<file path="config.mk">
export PLATFORM = sky130hd
export DESIGN_NAME = pwr_wake_ctrl
export DESIGN_NICKNAME = d
export VERILOG_FILES = /design/src/rtl/pwr_wake_pkg.sv /design/src/rtl/pwr_cfg_regs.sv /design/src/rtl/pwr_wake_flags.sv /design/src/rtl/pwr_frame_gate.sv /design/src/rtl/pwr_wake_ctrl.sv
export SDC_FILE = /design/constraint.sdc
export NUM_CORES = 1
export LEC_CHECK = 0
export ABC_AREA = 1
export CAP_MARGIN = 20
export CELL_PAD_IN_SITES_DETAIL_PLACEMENT = 1
export CELL_PAD_IN_SITES_GLOBAL_PLACEMENT = 2
export CORE_MARGIN = 1.5
export CORE_UTILIZATION = 26
export CTS_CLUSTER_SIZE = 10
export DETAILED_ROUTE_END_ITERATION = 12
export DONT_BUFFER_PORTS = 1
export PLACE_DENSITY = 0.74
export SKIP_CTS_REPAIR_TIMING = 1
export SYNTH_ARGS = -nofsm -noshare
export SYNTH_HDL_FRONTEND = slang
export SYNTH_HIERARCHICAL = 1
export SYNTH_SLANG_ARGS = --single-unit
export TNS_END_PERCENT = 20
</file>
<file path="constraint.sdc">
create_clock -name clk -period 1 [get_ports clk]
set_input_delay 0.25 -clock clk [delete_from_list [all_inputs] [get_ports clk]]
set_output_delay 0.25 -clock clk [all_outputs]
set_load 0.05 [all_outputs]
</file>
<file path="src/rtl/pwr_wake_pkg.sv">
package pwr_wake_pkg;
   localparam int PD_BIT  = 0;
   localparam int MPE_BIT = 1;
   localparam int WFE_BIT = 2;
   localparam int MPR_BIT = 5;
   localparam int WFR_BIT = 6;
   localparam int MIN_CFG_W = 7;

   typedef struct packed {
      logic wfe;
      logic mpe;
      logic pd;
   } pwr_cfg_t;
endpackage

</file>
<file path="src/rtl/pwr_cfg_regs.sv">
module pwr_cfg_regs
   import pwr_wake_pkg::*;
(
   input  logic     clk,
   input  logic     rst_n,
   input  logic     wr_en,
   input  pwr_cfg_t wr_cfg,
   input  logic     magic_det,
   input  logic     wuf_det,
   output pwr_cfg_t cfg,
   output logic     wake_mp,
   output logic     wake_wf
);
   logic wake_any;
   logic arm_ok;

   assign wake_mp  = cfg.pd & cfg.mpe & magic_det;
   assign wake_wf  = cfg.pd & cfg.wfe & wuf_det;
   assign wake_any = wake_mp | wake_wf;
   assign arm_ok   = wr_cfg.pd & (wr_cfg.mpe | wr_cfg.wfe);

   always_ff @(posedge clk or negedge rst_n) begin
      if (!rst_n) begin
         cfg <= '0;
      end else if (wr_en) begin
         cfg.mpe <= wr_cfg.mpe;
         cfg.wfe <= wr_cfg.wfe;
         cfg.pd  <= arm_ok & ~wake_any;
      end else if (wake_any) begin
         cfg.pd  <= 1'b0;
      end
   end


   pd_needs_en_chk: assert property (@(posedge clk) disable iff (!rst_n)
      $rose(cfg.pd) |-> (cfg.mpe || cfg.wfe));

   wake_clears_pd_chk: assert property (@(posedge clk) disable iff (!rst_n)
      (wake_mp || wake_wf) |=> !cfg.pd);
endmodule

</file>
<file path="src/rtl/pwr_wake_flags.sv">
module pwr_wake_flags (
   input  logic clk,
   input  logic rst_n,
   input  logic wake_mp,
   input  logic wake_wf,
   input  logic clr_mp,
   input  logic clr_wf,
   output logic mp_flag,
   output logic wf_flag,
   output logic wake_pulse
);
   always_ff @(posedge clk or negedge rst_n) begin
      if (!rst_n) begin
         mp_flag    <= 1'b0;
         wf_flag    <= 1'b0;
         wake_pulse <= 1'b0;
      end else begin
         wake_pulse <= wake_mp | wake_wf;
         if (wake_mp)     mp_flag <= 1'b1;
         else if (clr_mp) mp_flag <= 1'b0;
         if (wake_wf)     wf_flag <= 1'b1;
         else if (clr_wf) wf_flag <= 1'b0;
      end
   end


   mp_flag_set_chk: assert property (@(posedge clk) disable iff (!rst_n)
      wake_mp |=> (mp_flag && wake_pulse));

   wf_flag_set_chk: assert property (@(posedge clk) disable iff (!rst_n)
      wake_wf |=> (wf_flag && wake_pulse));

   flag_sticky_chk: assert property (@(posedge clk) disable iff (!rst_n)
      (mp_flag && !clr_mp) |=> mp_flag);
endmodule

</file>
<file path="src/rtl/pwr_frame_gate.sv">
module pwr_frame_gate (
   input  logic clk,
   input  logic rst_n,
   input  logic pd,
   input  logic rx_sof,
   input  logic rx_vld,
   input  logic rx_eof,
   output logic rx_drop
);
   logic in_frame;
   logic drop_lat;
   logic start;

   assign start   = rx_vld & rx_sof;
   assign rx_drop = rx_vld & ((rx_sof | ~in_frame) ? pd : drop_lat);

   always_ff @(posedge clk or negedge rst_n) begin
      if (!rst_n) begin
         in_frame <= 1'b0;
         drop_lat <= 1'b0;
      end else if (rx_vld) begin
         if (rx_sof) drop_lat <= pd;
         in_frame <= ~rx_eof & (rx_sof | in_frame);
      end
   end


   drop_hold_chk: assert property (@(posedge clk) disable iff (!rst_n)
      (in_frame && !start) |=> $stable(drop_lat));

   drop_idle_chk: assert property (@(posedge clk) disable iff (!rst_n)
      !rx_vld |-> !rx_drop);
endmodule

</file>
<file path="src/rtl/pwr_wake_ctrl.sv">
module pwr_wake_ctrl
   import pwr_wake_pkg::*;
#(
   parameter int CFG_W        = 8,
   parameter bit FLAG_RD_CLEAR = 1'b1
) (
   input  logic             clk,
   input  logic             rst_n,
   input  logic             cfg_wr_en,
   input  logic [CFG_W-1:0] cfg_wr_data,
   input  logic             cfg_rd_en,
   output logic [CFG_W-1:0] cfg_rd_data,
   input  logic             magic_det,
   input  logic             wuf_det,
   input  logic             rx_sof,
   input  logic             rx_vld,
   input  logic             rx_eof,
   output logic             rx_drop,
   output logic             wake_evt,
   output logic             magic_rcvd,
   output logic             wuf_rcvd
);
   if (CFG_W < MIN_CFG_W) begin : g_bad_width
      $error("pwr_wake_ctrl: CFG_W too narrow for flag positions");
   end

   pwr_cfg_t wr_cfg, cfg;
   logic     wake_mp, wake_wf;
   logic     clr_mp, clr_wf;

   assign wr_cfg.pd  = cfg_wr_data[PD_BIT];
   assign wr_cfg.mpe = cfg_wr_data[MPE_BIT];
   assign wr_cfg.wfe = cfg_wr_data[WFE_BIT];

   if (FLAG_RD_CLEAR) begin : g_rd_clear
      assign clr_mp = cfg_rd_en;
      assign clr_wf = cfg_rd_en;
   end else begin : g_w1_clear
      assign clr_mp = cfg_wr_en & cfg_wr_data[MPR_BIT];
      assign clr_wf = cfg_wr_en & cfg_wr_data[WFR_BIT];
   end

   logic unused_bits;
   assign unused_bits = ^{cfg_wr_data, cfg_rd_en};

   pwr_cfg_regs u_regs (
      .clk(clk), .rst_n(rst_n), .wr_en(cfg_wr_en), .wr_cfg(wr_cfg),
      .magic_det(magic_det), .wuf_det(wuf_det), .cfg(cfg),
      .wake_mp(wake_mp), .wake_wf(wake_wf)
   );

   pwr_wake_flags u_flags (
      .clk(clk), .rst_n(rst_n), .wake_mp(wake_mp), .wake_wf(wake_wf),
      .clr_mp(clr_mp), .clr_wf(clr_wf), .mp_flag(magic_rcvd),
      .wf_flag(wuf_rcvd), .wake_pulse(wake_evt)
   );

   pwr_frame_gate u_gate (
      .clk(clk), .rst_n(rst_n), .pd(cfg.pd), .rx_sof(rx_sof),
      .rx_vld(rx_vld), .rx_eof(rx_eof), .rx_drop(rx_drop)
   );

   always_comb begin
      cfg_rd_data          = '0;
      cfg_rd_data[PD_BIT]  = cfg.pd;
      cfg_rd_data[MPE_BIT] = cfg.mpe;
      cfg_rd_data[WFE_BIT] = cfg.wfe;
      cfg_rd_data[MPR_BIT] = magic_rcvd;
      cfg_rd_data[WFR_BIT] = wuf_rcvd;
   end


   wake_only_in_pd_chk: assert property (@(posedge clk) disable iff (!rst_n)
      wake_evt |-> $past(cfg.pd));

   wake_one_cycle_chk: assert property (@(posedge clk) disable iff (!rst_n)
      wake_evt |=> !wake_evt);
endmodule

</file>
==> flow_summary_export.csv, run 1 <==
group,metric,value,unit
placed_design,hpwlAfterDp,692,um
synth,synth_warnings,6,
synth,syn_inst,52,
sta,post-route-min-period,1.31,ns
finish,syn_to_final_growth,42.3,%
global_routing,grt_start_max_net_pins,9,
finish,drive_above_1_share,0.339,
placed_design,dp.cells,71,
floorplanning,die_h,42.1,um
run_status,outcome,"finished with violations",
setup_path,arrival,1.06,ns
placed_design,port_buffers,0,
sta,finalCritPeriodShare,1.31,
placed_design,gp_congestion,0.745,
setup_path,worstSetupPathType,"register to output port",
global_routing,overflow,0,
sta,rsz0062_at_grt,"yes",
sta,finalHoldViolCount,0,
flow_run,cap_violations,0,
finish,fin_nets,80,
route,dr.pass1.iters,2,
setup_path,crit_required,0.75,ns
power,cellPowerDensity,1800,nW/um2
sta,maxSlewViolCount,0,
floorplanning,die_w,42.1,um
synth,yosys.area.top_type,"dfrtp_1",
synth,synth_top_cells_by_area,"dfrtp_1, nand2_1, buf_4, inv_1, nand3_1",
synth,syn_area,397,um2
setup_path,end_kind,"output port",
synth,seq_area_frac_synth,0.505,
clock_network,clk_pin_slew,0.07,ns
clock_network,cts.path.max_buffers,2,
run_status,violations,"setup timing",
finish,fin_area,564,um2
sta,max_freq,0.764,GHz
floorplanning,core-area,1370,um2
floorplanning,ios,29,
clock_network,numCtsBuffers,3,
synth,avgSynthCellArea,7.63,um2
route,vias_per_cell,4.34,
floorplanning,num_rows,13,
sta,hold_slack,0.127,ns
synth,yosys.area.top_type_share,0.505,
route,drc,0,
global_routing,antenna_found_initial,0,
clock_network,clkLatencyLatePin,0.26,ns
finish,fin_cells,77,
clock_network,cts.sinks,8,
synth,ys_ff_latch,8,
power,leakage,0.316,nW
sta,setup_violations,9,
sta,setup_total_negative_slack,-1.06,ns
setup_path,crit_fanout,3,
route,routedWlPerCell,11.5,um
floorplanning,start_util,0.290,
hold_path,hp-class,"primary input to register",
route,wirelength,886,um
global_routing,grt_pass1_vias,355,
floorplanning,die_area,1770,um2
sta,finClkSkew,0.0177,ns
power,total_power,1.02,mW
route,drt-initial-drc-count,3,
setup_path,critPathLaunchType,"register",
global_routing,grt_pass1_wl,1440,um
sta,fin_ws,-0.309,ns
global_routing,grt_usage,0.112,
power,peakVddDrop,942,uV
placed_design,postPlaceCellArea,490,um2
route,via_count,334,
clock_network,htree_levels,1,
synth,ys_types,11,
route,ant_nets,0,
clock_network,ctsRootBufferMaster,"clkbuf_4",
finish,num_antenna_cells,0,
clock_network,cts_tree,"built",
routing by layer:
metal  vias up  routed length (um)  global-route usage
met1       152                 332               0.118
met2        19                 459               0.184
met4         0                   0              0.0250
li1        163                   -                   -
met3         0                  95              0.0776
met5         -                   0                   0
power breakdown:
part           internal, mW  total [mW]  switching, mW  leakage, nW
Sequential            0.362       0.418         0.0556       0.0979
Clock                 0.153       0.275          0.122       0.0150
Combinational         0.124       0.323          0.199        0.203
Total                 0.639        1.02          0.377        0.316
kinds of logic after synthesis:
group	after synthesis	synth area share
DFF	8	0.505
buffers and inverters	16	0.199
AOI/OAI and AO/OA	4	0.0599
and+or+nand+nor	23	0.227
other	1	0.00945
path summary, 6_finish.rpt:
| path | end | depth (start not counted) | from | slack [ns] |
|---|---|---|---|---|
| worst max-delay path | rx_drop | 4 | u_gate/in_frame | -0.31 |
| worst min-delay path | u_flags/wf_flag | 3 | cfg_rd_en | 0.13 |
| worst max register to register | u_flags/wf_flag | 5 | u_regs/cfg[0] | 0.07 |
| worst min register to register | u_flags/mp_flag | 2 | u_flags/mp_flag | 0.53 |
| max in group asynchronous | u_regs/cfg[0] | 1 | rst_n | 0.36 |
| min in group asynchronous | u_flags/wake_pulse | 1 | rst_n | 0.33 |
cell usage in the layout (no fill, tap or decap):
cell type / instances
a21oi_2: 2
buf_12: 4
buf_4: 2
buf_6: 2
clkbuf_1: 1
clkbuf_4: 3
conb_1: 3
dfrtp_1: 5
dfrtp_2: 2
dfrtp_4: 1
dlygate4sd3_1: 1
inv_1: 9
inv_2: 2
nand2_1: 18
nand2_2: 1
nand3_1: 2
nand3_2: 1
nor2_4: 1
o21ai_1: 2
cells in the mapped netlist (all sizes together):
library cell	n
inv	11
a21oi	2
nor2	1
nand3	3
nand2	19
o21ai	2
buf	5
conb	1
dfrtp	8
per-stage QoR:
stage	setup slack, ns	util
final	-0.309	0.413
after global routing	-0.368	0.413
after CTS	-0.356	0.378
after detailed placement	-0.0797	0.359
after global placement	-0.0654	0.359
after floorplan	-0.136	-
worst max-delay path, stage by stage, from the launching register on:
cell and delay, ns:
dfrtp_1 0.40, nand3_1 0.11, nand2_2 0.06, nor2_4 0.10, buf_12 0.14
layout make-up:
| class | count | area [um2] |
|---|---|---|
| fill | 160 | 802 |
| sequential | 8 | 206 |
| multi-input combinational | 30 | 144 |
| timing repair buffer | 9 | 128 |
| inverter | 11 | 41.3 |
| clock buffer | 4 | 26.3 |
| tap | 15 | 18.8 |
flip-flops by register name, summed over array words and instances, names as in the netlist:
signal and count:
u_flags/wf_flag 1, u_flags/mp_flag 1, u_gate/drop_lat 1, u_flags/wake_pulse 1, u_regs/cfg 3, u_gate/in_frame 1
(Power assumes the default switching activity.)
==> inputs of run 2 (changes only) <==
--- a/config.mk
+++ b/config.mk
@@ -20,4 +20,4 @@
 export SYNTH_HDL_FRONTEND = slang
 export SYNTH_HIERARCHICAL = 1
 export SYNTH_SLANG_ARGS = --single-unit
-export TNS_END_PERCENT = 20
+export TNS_END_PERCENT = 30
==> flow_summary_export.csv, run 2 (same netlist as run 1, synthesis figures left out) <==
group,metric,value,unit
finish,most-common-layout-cells,"nand2_1, inv_1, dfrtp_1",
clock_network,ctsRootBufferMaster,"clkbuf_4",
power,total_power,996,uW
setup_path,worstSetupPathType,"register to output port",
clock_network,htree_levels,1,
finish,nFillCells,175,
global_routing,grt_start_max_net_pins,9,
power,cellPowerDensity,1780,nW/um2
setup_path,cp_cell_sequence,"nand3_2 > nand2_2 > nor2_4 > buf_12",
route,wirelength,930,um
route,vias_per_cell,4.26,
run_status,outcome,"finished with violations",
flow_run,cap_violations,0,
floorplanning,core-area,1370,um2
sta,max_freq,0.762,GHz
global_routing,antenna_found_initial,0,
route,dr_wl_met3,87,um
floorplanning,die_area,1770,um2
sta,fin_ws,-0.313,ns
floorplanning,ios,29,
run_status,violations,"setup timing",
clock_network,cts.path.max_buffers,2,
finish,ff_latch_area,206,um2
finish,num_antenna_cells,0,
setup_path,crit_fanout,3,
global_routing,grt_pass1_wl,1440,um
clock_network,clkLatencyLatePin,0.25,ns
sta,post-route-min-period,1.31,ns
finish,post-route-util,0.410,
sta,finalHoldViolCount,0,
clock_network,cts.sinks,8,
route,wl_met2,522,um
clock_network,cts_tree,"built",
clock_network,clk_pin_slew,0.06,ns
finish,largest_register_ffs,3,
sta,finalCritPeriodShare,1.31,
finish,drive_above_1_share,0.355,
floorplanning,start_util,0.290,
setup_path,slowest_delay,0.41,ns
route,wl_met1,320,um
finish,fin_nets,80,
finish,syn_to_final_growth,41.3,%
placed_design,port_buffers,0,
finish,multiInputGateArea,149,um2
placed_design,dp_slack,-0.0753,ns
power,peakVddDrop,742,uV
sta,rsz0062_at_grt,"yes",
route,via_count,328,
sta,finClkSkew,0.00996,ns
route,drc,0,
setup_path,critPathLaunchType,"register",
floorplanning,die_h,42.1,um
finish,largest_register,"u_regs/cfg",
floorplanning,num_rows,13,
route,dr.pass1.iters,2,
placed_design,hpwlAfterDp,662,um
setup_path,crit_required,0.75,ns
setup_path,critPathSlowestCell,"dfrtp_1",
global_routing,grt_pass1_vias,367,
clock_network,numCtsBuffers,3,
finish,final_common_cell,"nand2_1",
placed_design,gp_congestion,0.758,
route,drt-initial-drc-count,3,
sta,setup_violations,9,
setup_path,end_kind,"output port",
sta,hold_slack,0.132,ns
setup_path,arrival,1.06,ns
route,routedWlPerCell,12.1,um
sta,maxSlewViolCount,0,
power,leakage,0.314,nW
route,ant_nets,0,
global_routing,grt_usage,0.114,
floorplanning,die_w,42.1,um
route,top_layer,"met3",
hold_path,hp-class,"primary input to register",
global_routing,overflow,0,
==> run 2: cell counts in the layout (fill, tap and decap cells not counted) <==
Identical to the previous run, type by type.
==> run 2: per-stage QoR <==
step	area, um2	instances	TNS, ns
3_3_place_gp	490	71	-0.0662
3_5_place_dp	490	71	-0.0970
5_1_grt	561	77	-1.38
4_1_cts	517	75	-1.36
2_1_floorplan	423	54	-0.168
6_report	561	77	-1.01
==> run 2: layer usage <==
| metal | global-route usage | up-vias |
|---|---|---|
| met5 | 0 | - |
| met4 | 0.0438 | 0 |
| met3 | 0.0776 | 0 |
| met2 | 0.191 | 16 |
| met1 | 0.110 | 148 |
| li1 | - | 164 |
==> run 2: area by class of cell <==
class / count / area share
clock buffer: 4 / 0.0469
sequential: 8 / 0.368
inverter: 11 / 0.0737
timing repair buffer: 9 / 0.212
tap: 15 / 0.0335
multi-input combinational: 30 / 0.266
==> run 2: final timing paths <==
kind,start,endpoint,slack [ns],cells after the start
worst min register to register,u_flags/mp_flag,u_flags/mp_flag,0.52,2
max in group asynchronous,rst_n,u_regs/cfg[0],0.34,1
worst max-delay path,u_gate/in_frame,rx_drop,-0.31,4
worst min-delay path,cfg_rd_en,u_flags/mp_flag,0.13,3
min in group asynchronous,rst_n,u_flags/wake_pulse,0.35,1
worst max register to register,u_regs/cfg[0],u_flags/wf_flag,0.05,5
==> run 2: critical path, delay by kind of cell, from the launching register on <==
| kind | cells | cell delay [ns] |
|---|---|---|
| buffers and inverters | 1 | 0.15 |
| flip-flops | 1 | 0.41 |
| AND/OR/NAND/NOR | 3 | 0.26 |
==> run 2: where the power goes <==
| part | leakage (nW) | switching (mW) | internal (mW) |
|---|---|---|---|
| Combinational | 0.201 | 0.201 | 0.115 |
| Clock | 0.0150 | 0.109 | 0.153 |
| Sequential | 0.0979 | 0.0561 | 0.362 |
| Total | 0.314 | 0.366 | 0.630 |
